==> src/rtl/bus_rd_pkg.sv <==
package bus_rd_pkg;

  typedef enum logic [1:0] {
    PH_IDLE = 2'd0,
    PH_ADDR = 2'd1,
    PH_WAIT = 2'd2
  } phase_e;

endpackage

==> src/rtl/brq_sequencer.sv <==
module brq_sequencer
  import bus_rd_pkg::*;
(
  input  logic   clk,
  input  logic   rst_n,
  input  logic   accept,
  input  logic   bus_wait,
  output phase_e phase,
  output logic   capture
);

  phase_e phase_q;
  phase_e phase_d;

  // the wait line only matters in the wait phase
  always_comb begin
    phase_d = phase_q;
    unique case (phase_q)
      PH_IDLE: if (accept) phase_d = PH_ADDR;
      PH_ADDR: phase_d = PH_WAIT;
      PH_WAIT: if (!bus_wait) phase_d = PH_IDLE;
      default: phase_d = PH_IDLE;
    endcase
  end

  always_ff @(posedge clk) begin
    if (!rst_n) phase_q <= PH_IDLE;
    else        phase_q <= phase_d;
  end

  assign phase   = phase_q;
  assign capture = (phase_q == PH_WAIT) && !bus_wait;

endmodule

==> src/rtl/brq_addr_stage.sv <==
module brq_addr_stage #(
  parameter int ADDR_W = 16
) (
  input  logic              clk,
  input  logic              rst_n,
  input  logic              load,
  input  logic [ADDR_W-1:0] addr_in,
  output logic              ale,
  output logic [ADDR_W-1:0] addr_out
);

  logic              ale_q;
  logic [ADDR_W-1:0] addr_q;

  // the strobe and the address appear together for a single cycle
  always_ff @(posedge clk) begin
    if (!rst_n) begin
      ale_q  <= 1'b0;
      addr_q <= '0;
    end else if (load) begin
      ale_q  <= 1'b1;
      addr_q <= addr_in;
    end else begin
      ale_q  <= 1'b0;
      addr_q <= '0;
    end
  end

  assign ale      = ale_q;
  assign addr_out = addr_q;

endmodule

==> src/rtl/brq_capture.sv <==
module brq_capture #(
  parameter int DATA_W = 8
) (
  input  logic              clk,
  input  logic              rst_n,
  input  logic              capture,
  input  logic [DATA_W-1:0] data_in,
  output logic              valid,
  output logic [DATA_W-1:0] data_out
);

  logic              valid_q;
  logic [DATA_W-1:0] data_q;

  always_ff @(posedge clk) begin
    if (!rst_n) begin
      valid_q <= 1'b0;
      data_q  <= '0;
    end else begin
      valid_q <= capture;
      if (capture) data_q <= data_in;
    end
  end

  assign valid    = valid_q;
  assign data_out = data_q;

endmodule

==> src/rtl/bus_rd_requester.sv <==
module bus_rd_requester
  import bus_rd_pkg::*;
#(
  parameter int ADDR_W = 16,
  parameter int DATA_W = 8
) (
  input  logic              clk,
  input  logic              rst_n,
  input  logic              req_valid,
  output logic              req_ready,
  input  logic [ADDR_W-1:0] req_addr,
  output logic              bus_ale,
  output logic [ADDR_W-1:0] bus_addr,
  input  logic              bus_wait,
  input  logic [DATA_W-1:0] bus_data,
  output logic              rd_valid,
  output logic [DATA_W-1:0] rd_data
);

  phase_e phase;
  logic   capture;
  logic   accept;

  assign req_ready = (phase == PH_IDLE);
  assign accept    = req_valid && req_ready;

  brq_sequencer u_seq (
    .clk      (clk),
    .rst_n    (rst_n),
    .accept   (accept),
    .bus_wait (bus_wait),
    .phase    (phase),
    .capture  (capture)
  );

  brq_addr_stage #(.ADDR_W(ADDR_W)) u_addr (
    .clk      (clk),
    .rst_n    (rst_n),
    .load     (accept),
    .addr_in  (req_addr),
    .ale      (bus_ale),
    .addr_out (bus_addr)
  );

  brq_capture #(.DATA_W(DATA_W)) u_cap (
    .clk      (clk),
    .rst_n    (rst_n),
    .capture  (capture),
    .data_in  (bus_data),
    .valid    (rd_valid),
    .data_out (rd_data)
  );

endmodule

==> config.mk <==
export PLATFORM = sky130hd
export DESIGN_NAME = bus_rd_requester
export DESIGN_NICKNAME = d
export VERILOG_FILES = /design/src/rtl/bus_rd_pkg.sv /design/src/rtl/brq_sequencer.sv /design/src/rtl/brq_addr_stage.sv /design/src/rtl/brq_capture.sv /design/src/rtl/bus_rd_requester.sv
export SDC_FILE = /design/constraint.sdc
export NUM_CORES = 1
export LEC_CHECK = 0
export BUFFER_PORTS_ARGS = -buffer_cell sky130_fd_sc_hd__buf_4
export CAP_MARGIN = 10
export CORE_MARGIN = 4
export CORE_UTILIZATION = 44
export DETAILED_ROUTE_END_ITERATION = 8
export PLACE_DENSITY_LB_ADDON = 0.25
export SKIP_CTS_REPAIR_TIMING = 1
export SLEW_MARGIN = 20
export SYNTH_ARGS = -nofsm -noshare
export SYNTH_HDL_FRONTEND = slang
export SYNTH_SLANG_ARGS = --single-unit
==> constraint.sdc <==
create_clock -name clk -period 2.7 [get_ports clk]
set_input_delay 0.135 -clock clk [delete_from_list [all_inputs] [get_ports clk]]
set_output_delay 0.135 -clock clk [all_outputs]
set_load 0.02 [all_outputs]
==> results of run 1 <==
[cells in the mapped netlist]
library cell	count	share of area [%]
and4bb_4	1	1.8
and2_2	16	13
and2_1	1	0.68
buf_4	1	0.82
a21boi_0	1	0.82
and4bb_2	1	1.4
buf_2	2	1.1
nand2_1	16	6.5
nand3b_1	1	0.82
dfxtp_1	28	61
mux2i_1	8	8.7
buf_6	1	1.2
nor2_1	1	0.41
or2b_1	1	0.82
nor3b_1	1	0.82
[through the flow]
| stage | utilization, % | power, uW | instances | instance area [um2] | hold WS, ps |
|---|---|---|---|---|---|
| after global routing | 69.3 | 762 | 162 | 1370 | 9.82 |
| after global placement | 67.4 | 545 | 158 | 1340 | 351 |
| after detailed placement | 67.4 | 548 | 158 | 1340 | 354 |
| final | 69.3 | 726 | 162 | 1370 | 30.8 |
| after floorplan | - | 492 | 80 | 918 | 271 |
| after CTS | 69.3 | 735 | 162 | 1370 | 22.4 |
[cell families (layout without fill, tap and decap cells)]
| logic type | Yosys count | count (layout) | share of synthesized area [%] |
|---|---|---|---|
| flops | 28 | 28 | 61.0 |
| compound gates | 1 | 1 | 0.818 |
| simple gates | 39 | 39 | 26.3 |
| buf+inv | 4 | 59 | 3.13 |
| mux | 8 | 8 | 8.72 |
[power by group]
group | leakage, uW | switching (uW) | internal [uW]
Clock | 0.0000210 | 107 | 82.2
Sequential | 0.000228 | 6.19 | 429
Combinational | 0.000398 | 43.1 | 58.4
Total | 0.000648 | 156 | 569
[state kept, by name, summed over array words and instances, names as in the netlist]
name / flops
u_addr.addr_out: 16
u_addr.ale: 1
u_cap.data_out: 8
u_seq.phase: 2
u_cap.valid: 1
[per-layer routing]
metal / global-route usage, % / vias up
li1: - / 361
met1: 14.5 / 320
met2: 24.0 / 29
met3: 6.37 / 0
met4: 2.55 / 0
met5: 0 / -
[final cells by class]
type / instances / area [um2]
Multi-Input combinational cell: 48 / 329
Tap cell: 27 / 33.8
Fill cell: 162 / 609
Sequential cell: 28 / 561
Clock buffer: 4 / 36.3
Timing Repair Buffer: 55 / 413
[worst max-delay path, stage by stage (launching register included)]
cell	delay [ps]
dfxtp_1	410
nor3b_1	220
buf_4	230
mux2i_1	190
[worst max-delay path by stage]
stage	cells past startpoint	from	endpoint	slack, ps
final	3	u_seq.phase[1]	u_cap.data_out[7]	1580
after global routing	3	u_seq.phase[1]	u_cap.data_out[7]	1450
after CTS	3	u_seq.phase[1]	u_cap.data_out[6]	1580
after detailed placement	3	u_seq.phase[1]	u_cap.data_out[6]	1600
after global placement	3	u_seq.phase[1]	u_cap.data_out[2]	1690
after floorplan	3	u_seq.phase[0]	u_addr.addr_out[10]	1690
==> flow_summary_export.csv, run 1 <==
group,metric,value,unit
floorplanning,core_area,0.00198,mm2
floorplanning,die_w,53.7,um
clock_network,clockBufferDepth,2,
floorplanning,dieArea,0.00288,mm2
worst_setup_path,path_max_fanout,9,
yosys,syn_avg_cell_area,11.5,um2
worst_setup_path,r2r-end,"u_cap.data_out[7]",
cells_and_area,drive_above_1_share,57.0,%
yosys,yosysSeqAreaShare,61.0,%
status,outcome,"completed",
floorplanning,fp-row-count,16,
global_routing,antenna_found_initial,0,
worst_setup_path,crit_type,"reg2reg",
clock_network,htreeDepth,1,
placement,gp_congestion,0.637,
sta,relSlewSlack,87.4,%
power,p_leak,0.000648,uW
clock_network,cts-root-buf,"clkbuf_4",
worst_setup_path,crit_arrival,1370,ps
floorplanning,initial_core_util,46.3,%
global_routing,overflow,0,
global_routing,grt_pass1_vias,702,
sta,period_share,41.4,%
worst_setup_path,crit_required,2950,ps
global_routing,grt_pass1_wl,2.89,mm
floorplanning,fp.dieH,53.7,um
placement,place_ws,1600,ps
cells_and_area,diodes,0,
placement,io_buffers,54,
worst_setup_path,end_kind,"flop",
clock_network,cts_made_buffers,3,
routing,via_count,710,
routing,wire_per_inst,10.8,um
min_path,min_path_cells,2,
yosys,synthesis.area,918,um2
routing,met2_length,882,um
sta,fin_skew,2.41,ps
global_routing,grt_usage,13.5,%
routing,met3_length,215,um
power,power.density,529,mW/mm2
sta,worst_pin_slew,189,ps
clock_network,clk_latency,310,ps
floorplanning,io_pins,55,
worst_setup_path,rrSetupSlack,1580,ps
clock_network,cts_tree,"yes",
power,irDropWorstVdd,0.000362,V
min_path,min-delay-start,"req_addr[6]",
routing,drt_iter0_drc,4,
yosys,ys_warn_count,0,
yosys,yosysUniqueCellTypes,15,
placement,dp_hpwl,1.43,mm
sta,setup_violations,0,
sta,tns,0,ps
routing,wl_met1,648,um
routing,vias_per_cell,4.38,
sta,finalHoldViolations,0,
cells_and_area,finalNetCount,164,
global_routing,grt_max_degree,21,
run,cap_violations,0,
routing,wl,1.75,mm
cells_and_area,final_cell_mix,"55 x buf_4, 28 x dfxtp_1, 16 x nand2_1, 16 x and2_2, 8 x mux2i_1",
min_path,hold_end,"u_addr.addr_out[6]",
clock_network,clk_pin_slew,130,ps
routing,ant_nets,0,
sta,rsz0062_at_grt,"false",
sta,fin_ws,1580,ps
yosys,synthesis.instances,80,
clock_network,clock_sinks,28,
sta,max_freq,894,MHz
sta,final_max_slew_viol_count,0,
routing,top_layer_used,"met3",
routing,drt_first_pass_iters,3,
worst_setup_path,startpoint_type,"flop",
routing,drc,0,
min_path,hp-class,"in2reg",
cells_and_area,syn2layout_area_growth,49.5,%
sta,finalWorstPathRequiredPeriod,1120,ps
yosys,ys_ff_latch,28,
cells_and_area,layout_commonest_cell,"buf_4",
worst_setup_path,reg2reg_depth,3,
yosys,synth_fp_nets,108,
worst_setup_path,rr_startpoint,"u_seq.phase[1]",
(Power assumes the default switching activity.)
==> run 2, diff against run 1 <==
--- a/config.mk
+++ b/config.mk
@@ -7,8 +7,9 @@
 export LEC_CHECK = 0
 export BUFFER_PORTS_ARGS = -buffer_cell sky130_fd_sc_hd__buf_4
 export CAP_MARGIN = 10
+export CORE_ASPECT_RATIO = 0.6
 export CORE_MARGIN = 4
-export CORE_UTILIZATION = 44
+export CORE_UTILIZATION = 37
 export DETAILED_ROUTE_END_ITERATION = 8
 export PLACE_DENSITY_LB_ADDON = 0.25
 export SKIP_CTS_REPAIR_TIMING = 1
==> constraint.sdc (replaced) <==
create_clock -name clk -period 0.9 [get_ports clk]
set_input_delay 0.045 -clock clk [delete_from_list [all_inputs] [get_ports clk]]
set_output_delay 0.045 -clock clk [all_outputs]
set_load 0.02 [all_outputs]
==> run 2 against run 1 <==
- the flow now finishes with violations (hold timing, setup timing)
- core utilization up 1.7 points
- sequential power rose to 3.0 times the previous value
- global-route usage down 1.9 points
- clock power rose to 3.9 times the previous value
- critical endpoint is now req_ready
- first-iteration DRC count rose to 5.8 times the previous value
- power rose to 3.4 times the previous value
- non-clock buffer count up 18
- largest power group unchanged
- highest routed layer is now met4
- critical path depth unchanged
- register-to-register slack worse by 1700 ps
- routed wire length up 25%
- die area up 17%
==> flow_summary_export.csv, run 2 (synthesis results as in run 1) <==
group,metric,value,unit
worst_setup_path,crit_family,"flip-flops",
power,irDropWorstVdd,0.00137,V
floorplanning,dieArea,0.00337,mm2
run,cap_violations,0,
routing,met3_length,208,um
cells_and_area,finalNetCount,182,
clock_network,clockBufferDepth,2,
clock_network,clk_latency,270,ps
sta,finalHoldViolations,1,
cells_and_area,final_cell_mix,"55 x buf_4, 26 x dfxtp_1, 16 x nand2_1",
clock_network,htreeDepth,1,
sta,fin_skew,3.91,ps
sta,max_freq,1010,MHz
worst_setup_path,crit_start,"u_seq.phase[0]",
worst_setup_path,path_buf_inv,2,
global_routing,overflow,0,
worst_setup_path,startpoint_type,"flop",
worst_setup_path,rr_startpoint,"u_seq.phase[0]",
floorplanning,core_area,0.00226,mm2
status,outcome,"finished with violations",
global_routing,grt_pass1_vias,673,
placement,dp_hpwl,1.57,mm
routing,drt_iter0_drc,23,
worst_setup_path,reg2reg_depth,2,
routing,met2_length,1.15,mm
sta,period_share,110,%
routing,wl_met1,799,um
routing,drc,0,
sta,relSlewSlack,87.6,%
routing,top_layer_used,"met4",
clock_network,cts_made_buffers,3,
placement,io_buffers,54,
status,violations,"hold timing, setup timing",
routing,ant_nets,0,
worst_setup_path,crit_type,"reg2out",
cells_and_area,drive_above_1_share,54.9,%
worst_setup_path,path_common_cell,"buf_6",
placement,gp_congestion,0.675,
routing,drt_first_pass_iters,4,
floorplanning,fp-row-count,13,
cells_and_area,nFillCells,174,
sta,rsz0062_at_grt,"true",
worst_setup_path,critPathMaxStageDelay,350,ps
clock_network,clock_sinks,28,
clock_network,cts-root-buf,"clkbuf_8",
worst_setup_path,cp.depth,3,
floorplanning,die_w,72.3,um
sta,whs,-2.85,ps
sta,final_max_slew_viol_count,0,
power,power.density,1520,mW/mm2
worst_setup_path,rrSetupSlack,-80,ps
worst_setup_path,crit_arrival,950,ps
global_routing,grt_pass1_wl,2.88,mm
floorplanning,initial_core_util,40.6,%
worst_setup_path,endpoint,"req_ready",
floorplanning,fp.dieH,46.6,um
clock_network,clk_pin_slew,90,ps
worst_setup_path,path_max_fanout,4,
sta,worst_pin_slew,187,ps
routing,wire_per_inst,11.9,um
global_routing,grt_usage,11.6,%
sta,setup_violations,26,
worst_setup_path,r2r-end,"u_addr.addr_out[5]",
routing,vias_per_cell,4.22,
worst_setup_path,cp_slowest_cell,"dfxtp_2",
sta,fin_ws,-92.8,ps
worst_setup_path,worstPathCellList,"buf_6 > nor2_4 > buf_6",
sta,finalWorstPathRequiredPeriod,993,ps
cells_and_area,diodes,0,
cells_and_area,syn2layout_area_growth,74.8,%
power,p_leak,0.000749,uW
worst_setup_path,end_kind,"output pin",
worst_setup_path,crit_required,850,ps
floorplanning,io_pins,55,
global_routing,antenna_found_initial,0,
placement,post-place-cells,164,
cells_and_area,final_cells,183,
routing,wl,2.18,mm
routing,via_count,772,
global_routing,grt_max_degree,20,
cells_and_area,largest_register_ffs,16,
min_path,hp-class,"in2reg",
clock_network,cts_tree,"yes",
cells_and_area,layout_commonest_cell,"buf_4",
==> run 2: cell types whose count changed in the layout (fill, tap and decap cells not counted), moves of 2 or more <==
cell,previous run,this run
clkbuf_4,3,0
buf_6,0,3
and2_4,0,9
dfxtp_2,0,2
dfxtp_1,28,26
and2_2,16,7
clkbuf_8,1,4
dlygate4sd3_1,0,15
==> run 2: how the worst min path moves through the flow <==
| stage | startpoint | cells after the start | slack, ps | end |
|---|---|---|---|---|
| 2_1_floorplan | req_addr[0] | 1 | 180 | u_addr.addr_out[0] |
| 3_3_place_gp | req_addr[1] | 2 | 260 | u_addr.addr_out[1] |
| 3_5_place_dp | req_addr[2] | 2 | 260 | u_addr.addr_out[2] |
| 4_1_cts | req_addr[2] | 2 | -20 | u_addr.addr_out[2] |
| 5_1_grt | req_addr[13] | 2 | 1 | u_addr.addr_out[13] |
| 6_report | req_addr[13] | 2 | -3 | u_addr.addr_out[13] |
==> run 2: where the power goes <==
group          total [uW]  leakage (uW)  switching (uW)  internal, uW
logic                 401      0.000491             156           244
clock network         742     0.0000288             352           391
registers            1300      0.000229            18.1          1290
==> run 2: metal layers <==
layer,up-vias,GRT usage [%]
li1,397,-
met3,2,6.54
met4,0,2.25
met5,-,0
met2,28,21.9
met1,345,11.4
==> run 2: worst register-to-register path, delay by kind of cell, from the launching register on <==
| family | cells | cell delay (ps) |
|---|---|---|
| and+or+nand+nor | 2 | 590 |
| DFF | 1 | 350 |
==> run 2: area by class of cell <==
class	instances	area [um2]	share of cell area [%]
Tap cell	30	37.5	2.34
Clock buffer	4	55.1	3.43
Multi-Input combinational cell	48	353	22.0
Timing Repair Buffer	73	597	37.2
Sequential cell	28	563	35.1
==> run 2: metrics by stage <==
step	setup slack [ps]	cell area (um2)	utilization, %	TNS, ps	power (uW)
final	-92.8	1610	71.0	-1830	2450
after global routing	-142	1610	71.0	-3330	2550
after CTS	-153	1440	63.5	-2320	2410
after detailed placement	-81.0	1380	61.0	-1650	1670
after global placement	-62.1	1380	61.0	-1330	1660
after floorplan	-66.2	936	-	-601	1490
==> run 3, diff against run 2 <==
--- a/config.mk
+++ b/config.mk
@@ -5,6 +5,7 @@
 export SDC_FILE = /design/constraint.sdc
 export NUM_CORES = 1
 export LEC_CHECK = 0
+export ABC_AREA = 1
 export BUFFER_PORTS_ARGS = -buffer_cell sky130_fd_sc_hd__buf_4
 export CAP_MARGIN = 10
 export CORE_ASPECT_RATIO = 0.6
==> constraint.sdc (replaced) <==
create_clock -name clk -period 0.9 [get_ports clk]
set_input_delay 0.045 -clock clk [delete_from_list [all_inputs] [get_ports clk]]
set_output_delay 0.045 -clock clk [all_outputs]
set_load 0.05 [all_outputs]
==> run 3 against run 2 <==
- the run still ends with hold timing, setup timing left
- critical path type unchanged
- fmax grew 4.0%
- via count rose by 15%
- sequential cell count is the same
- clock power is 2% higher
- first-iteration DRC count up 13%
- largest power group unchanged
- critical path depth fell by 1
- setup slack improved by 39 ps
==> flow_summary_export.csv, run 3 <==
group,metric,value,unit
routing,via_count,887,
yosys,synth_top_family_by_area,"simple AND/OR/NAND/NOR gates",
clock_network,cts_made_buffers,3,
sta,max_freq,1050,MHz
cells_and_area,final_cell_mix,"55 x buf_4, 31 x nor2_1, 29 x inv_1",
floorplanning,fp-row-count,13,
yosys,synth_mux_area_share,0,%
cells_and_area,diodes,0,
yosys,yosysUniqueCellTypes,12,
sta,finalWorstPathRequiredPeriod,954,ps
run,cap_violations,0,
placement,gp_congestion,0.676,
yosys,synth_top_area_share,60.1,%
yosys,synth_most_common_cell,"nor2_1",
yosys,syn_avg_cell_area,8.12,um2
sta,fin_ws,-54.3,ps
yosys,synth-simple-area-share,24.5,%
min_path,min-delay-start,"req_addr[10]",
yosys,synthesis.area,933,um2
cells_and_area,finalNetCount,218,
global_routing,grt_usage,12.8,%
yosys,synth_edf_count,0,
routing,wire_per_inst,11.0,um
yosys,yosysTopAreaCell,"dfxtp_1",
status,outcome,"finished with violations",
worst_setup_path,startpoint_type,"flop",
routing,ant_nets,0,
clock_network,cts-root-buf,"clkbuf_8",
yosys,yosysSeqAreaShare,60.1,%
yosys,ys.flop_type,"dfxtp_1",
global_routing,overflow,0,
status,violations,"hold timing, setup timing",
sta,relSlewSlack,88.1,%
routing,drt_iter0_drc,26,
clock_network,clock_sinks,28,
sta,fin_skew,1.73,ps
floorplanning,io_pins,55,
clock_network,clk_pin_slew,90,ps
cells_and_area,multi_input_area,283,um2
cells_and_area,largest_register_ffs,16,
min_path,min_path_cells,3,
yosys,synth_common_cells,"33 x nor2_1, 29 x inv_1, 28 x dfxtp_1, 16 x nand2_1, 2 x buf_6",
sta,whs,-15.5,ps
worst_setup_path,end_kind,"output pin",
worst_setup_path,reg2reg_depth,6,
floorplanning,fp.dieH,46.9,um
floorplanning,dieArea,0.00342,mm2
clock_network,cts_tree,"yes",
floorplanning,initial_core_util,41.0,%
worst_setup_path,path_max_fanout,3,
power,irDropWorstVdd,0.00105,V
routing,drc,0,
sta,period_share,106,%
yosys,async_flop_share,0,%
cells_and_area,final_cells,219,
global_routing,grt_pass1_vias,735,
cells_and_area,regArea,573,um2
sta,finalHoldViolations,5,
floorplanning,die_w,72.8,um
placement,post-place-cells,197,
worst_setup_path,crit_type,"reg2out",
sta,worst_pin_slew,179,ps
yosys,synth.area.top_cells,"dfxtp_1 60%, nor2_1 13%, inv_1 12%, nand2_1 6.4%, buf_6 2.4%",
sta,final_max_slew_viol_count,0,
worst_setup_path,crit_arrival,910,ps
placement,io_buffers,54,
yosys,synth_compound_gate_area_share,0.536,%
worst_setup_path,rr_startpoint,"u_seq.phase[0]",
routing,wl,2.42,mm
clock_network,clk_latency,270,ps
global_routing,grt_max_degree,19,
cells_and_area,nFillCells,187,
yosys,synthesis.instances,115,
worst_setup_path,rrSetupSlack,-30,ps
worst_setup_path,crit_required,850,ps
clock_network,htreeDepth,1,
cells_and_area,layout_commonest_cell,"buf_4",
routing,vias_per_cell,4.05,
clock_network,clockBufferDepth,2,
yosys,post_synth_xor_area_fraction,0,%
min_path,hold_end,"u_addr.addr_out[10]",
placement,dp_hpwl,1.64,mm
yosys,ys_ff_latch,28,
power,p_leak,0.000905,uW
yosys,synth_adder_area_share,0,%
worst_setup_path,r2r-end,"u_cap.data_out[0]",
global_routing,grt_pass1_wl,3.17,mm
power,power.density,1600,mW/mm2
sta,rsz0062_at_grt,"true",
cells_and_area,syn2layout_area_growth,76.3,%
routing,drt_first_pass_iters,4,
min_path,hp-class,"in2reg",
cells_and_area,drive_above_1_share,42.3,%
yosys,ys_warn_count,0,
yosys,synth_fp_nets,143,
sta,tns,-305,ps
global_routing,antenna_found_initial,0,
sta,setup_violations,14,
floorplanning,core_area,0.00228,mm2
## run 3: changes by cell type after synthesis, sizes merged
| cell | delta |
|---|---|
| mux2i | -8 |
| a21boi | -1 |
| and4bb | -2 |
| buf | -1 |
| or2 | +1 |
| nand3 | +3 |
| nand3b | -1 |
| inv | +29 |
| nor2 | +33 |
| or2b | -1 |
| and2 | -17 |
| nor3b | -1 |
| a21oi | +1 |
## run 3: metal layers
metal,global-route usage [%],part of all wire [%],vias up
li1,-,-,474
met1,13.1,40,375
met2,22.9,48,36
met3,7.26,11,2
met4,4.41,0.75,0
met5,0,0,-
## run 3: kinds of logic (layout without fill, tap and decap cells)
kind of cell | after synthesis | in the layout
AOI/OAI and AO/OA | 1 | 1
buffers and inverters | 32 | 104
DFF | 28 | 28
and+or+nand+nor | 54 | 56
## run 3: worst max-delay path by stage
| stage | startpoint | end | slack, ps | cells past startpoint |
|---|---|---|---|---|
| after floorplan | u_seq.phase[0] | u_addr.addr_out[10] | -180 | 4 |
| after global placement | u_seq.phase[0] | u_cap.data_out[0] | 30 | 5 |
| after detailed placement | u_seq.phase[0] | u_cap.data_out[7] | -20 | 5 |
| after CTS | u_seq.phase[0] | req_ready | -120 | 2 |
| after global routing | u_seq.phase[0] | req_ready | -110 | 2 |
| final | u_seq.phase[0] | req_ready | -50 | 2 |
## run 3: through the flow
stage / total power, uW / utilization (%) / setup WS [ps] / hold WS, ps / instance area (um2)
6_report: 2640 / 72.3 / -54.3 / -15.5 / 1650
5_1_grt: 2760 / 72.3 / -106 / -0.818 / 1650
4_1_cts: 2580 / 63.2 / -122 / -27.3 / 1440
3_5_place_dp: 1820 / 60.8 / -22.8 / 266 / 1380
3_3_place_gp: 1800 / 60.8 / 29.0 / 256 / 1380
2_1_floorplan: 1630 / - / -184 / 157 / 951
## run 3: area by class of cell
type	instances	area share [%]
clock buffer	4	3.35
inverter	29	6.62
multi-input combinational	57	17.2
sequential	28	34.8
tap	30	2.28
timing repair buffer	71	35.7
## run 3: report_power, final
group          leakage, uW  switching [uW]  internal [uW]
combinational     0.000643             324            241
sequential        0.000233            21.8           1290
clock            0.0000288             365            391
## run 3: critical path, cell delays in order, from the launching register on
cell,delay [ps]
dfxtp_2,340
nor2_4,140
buf_8,160
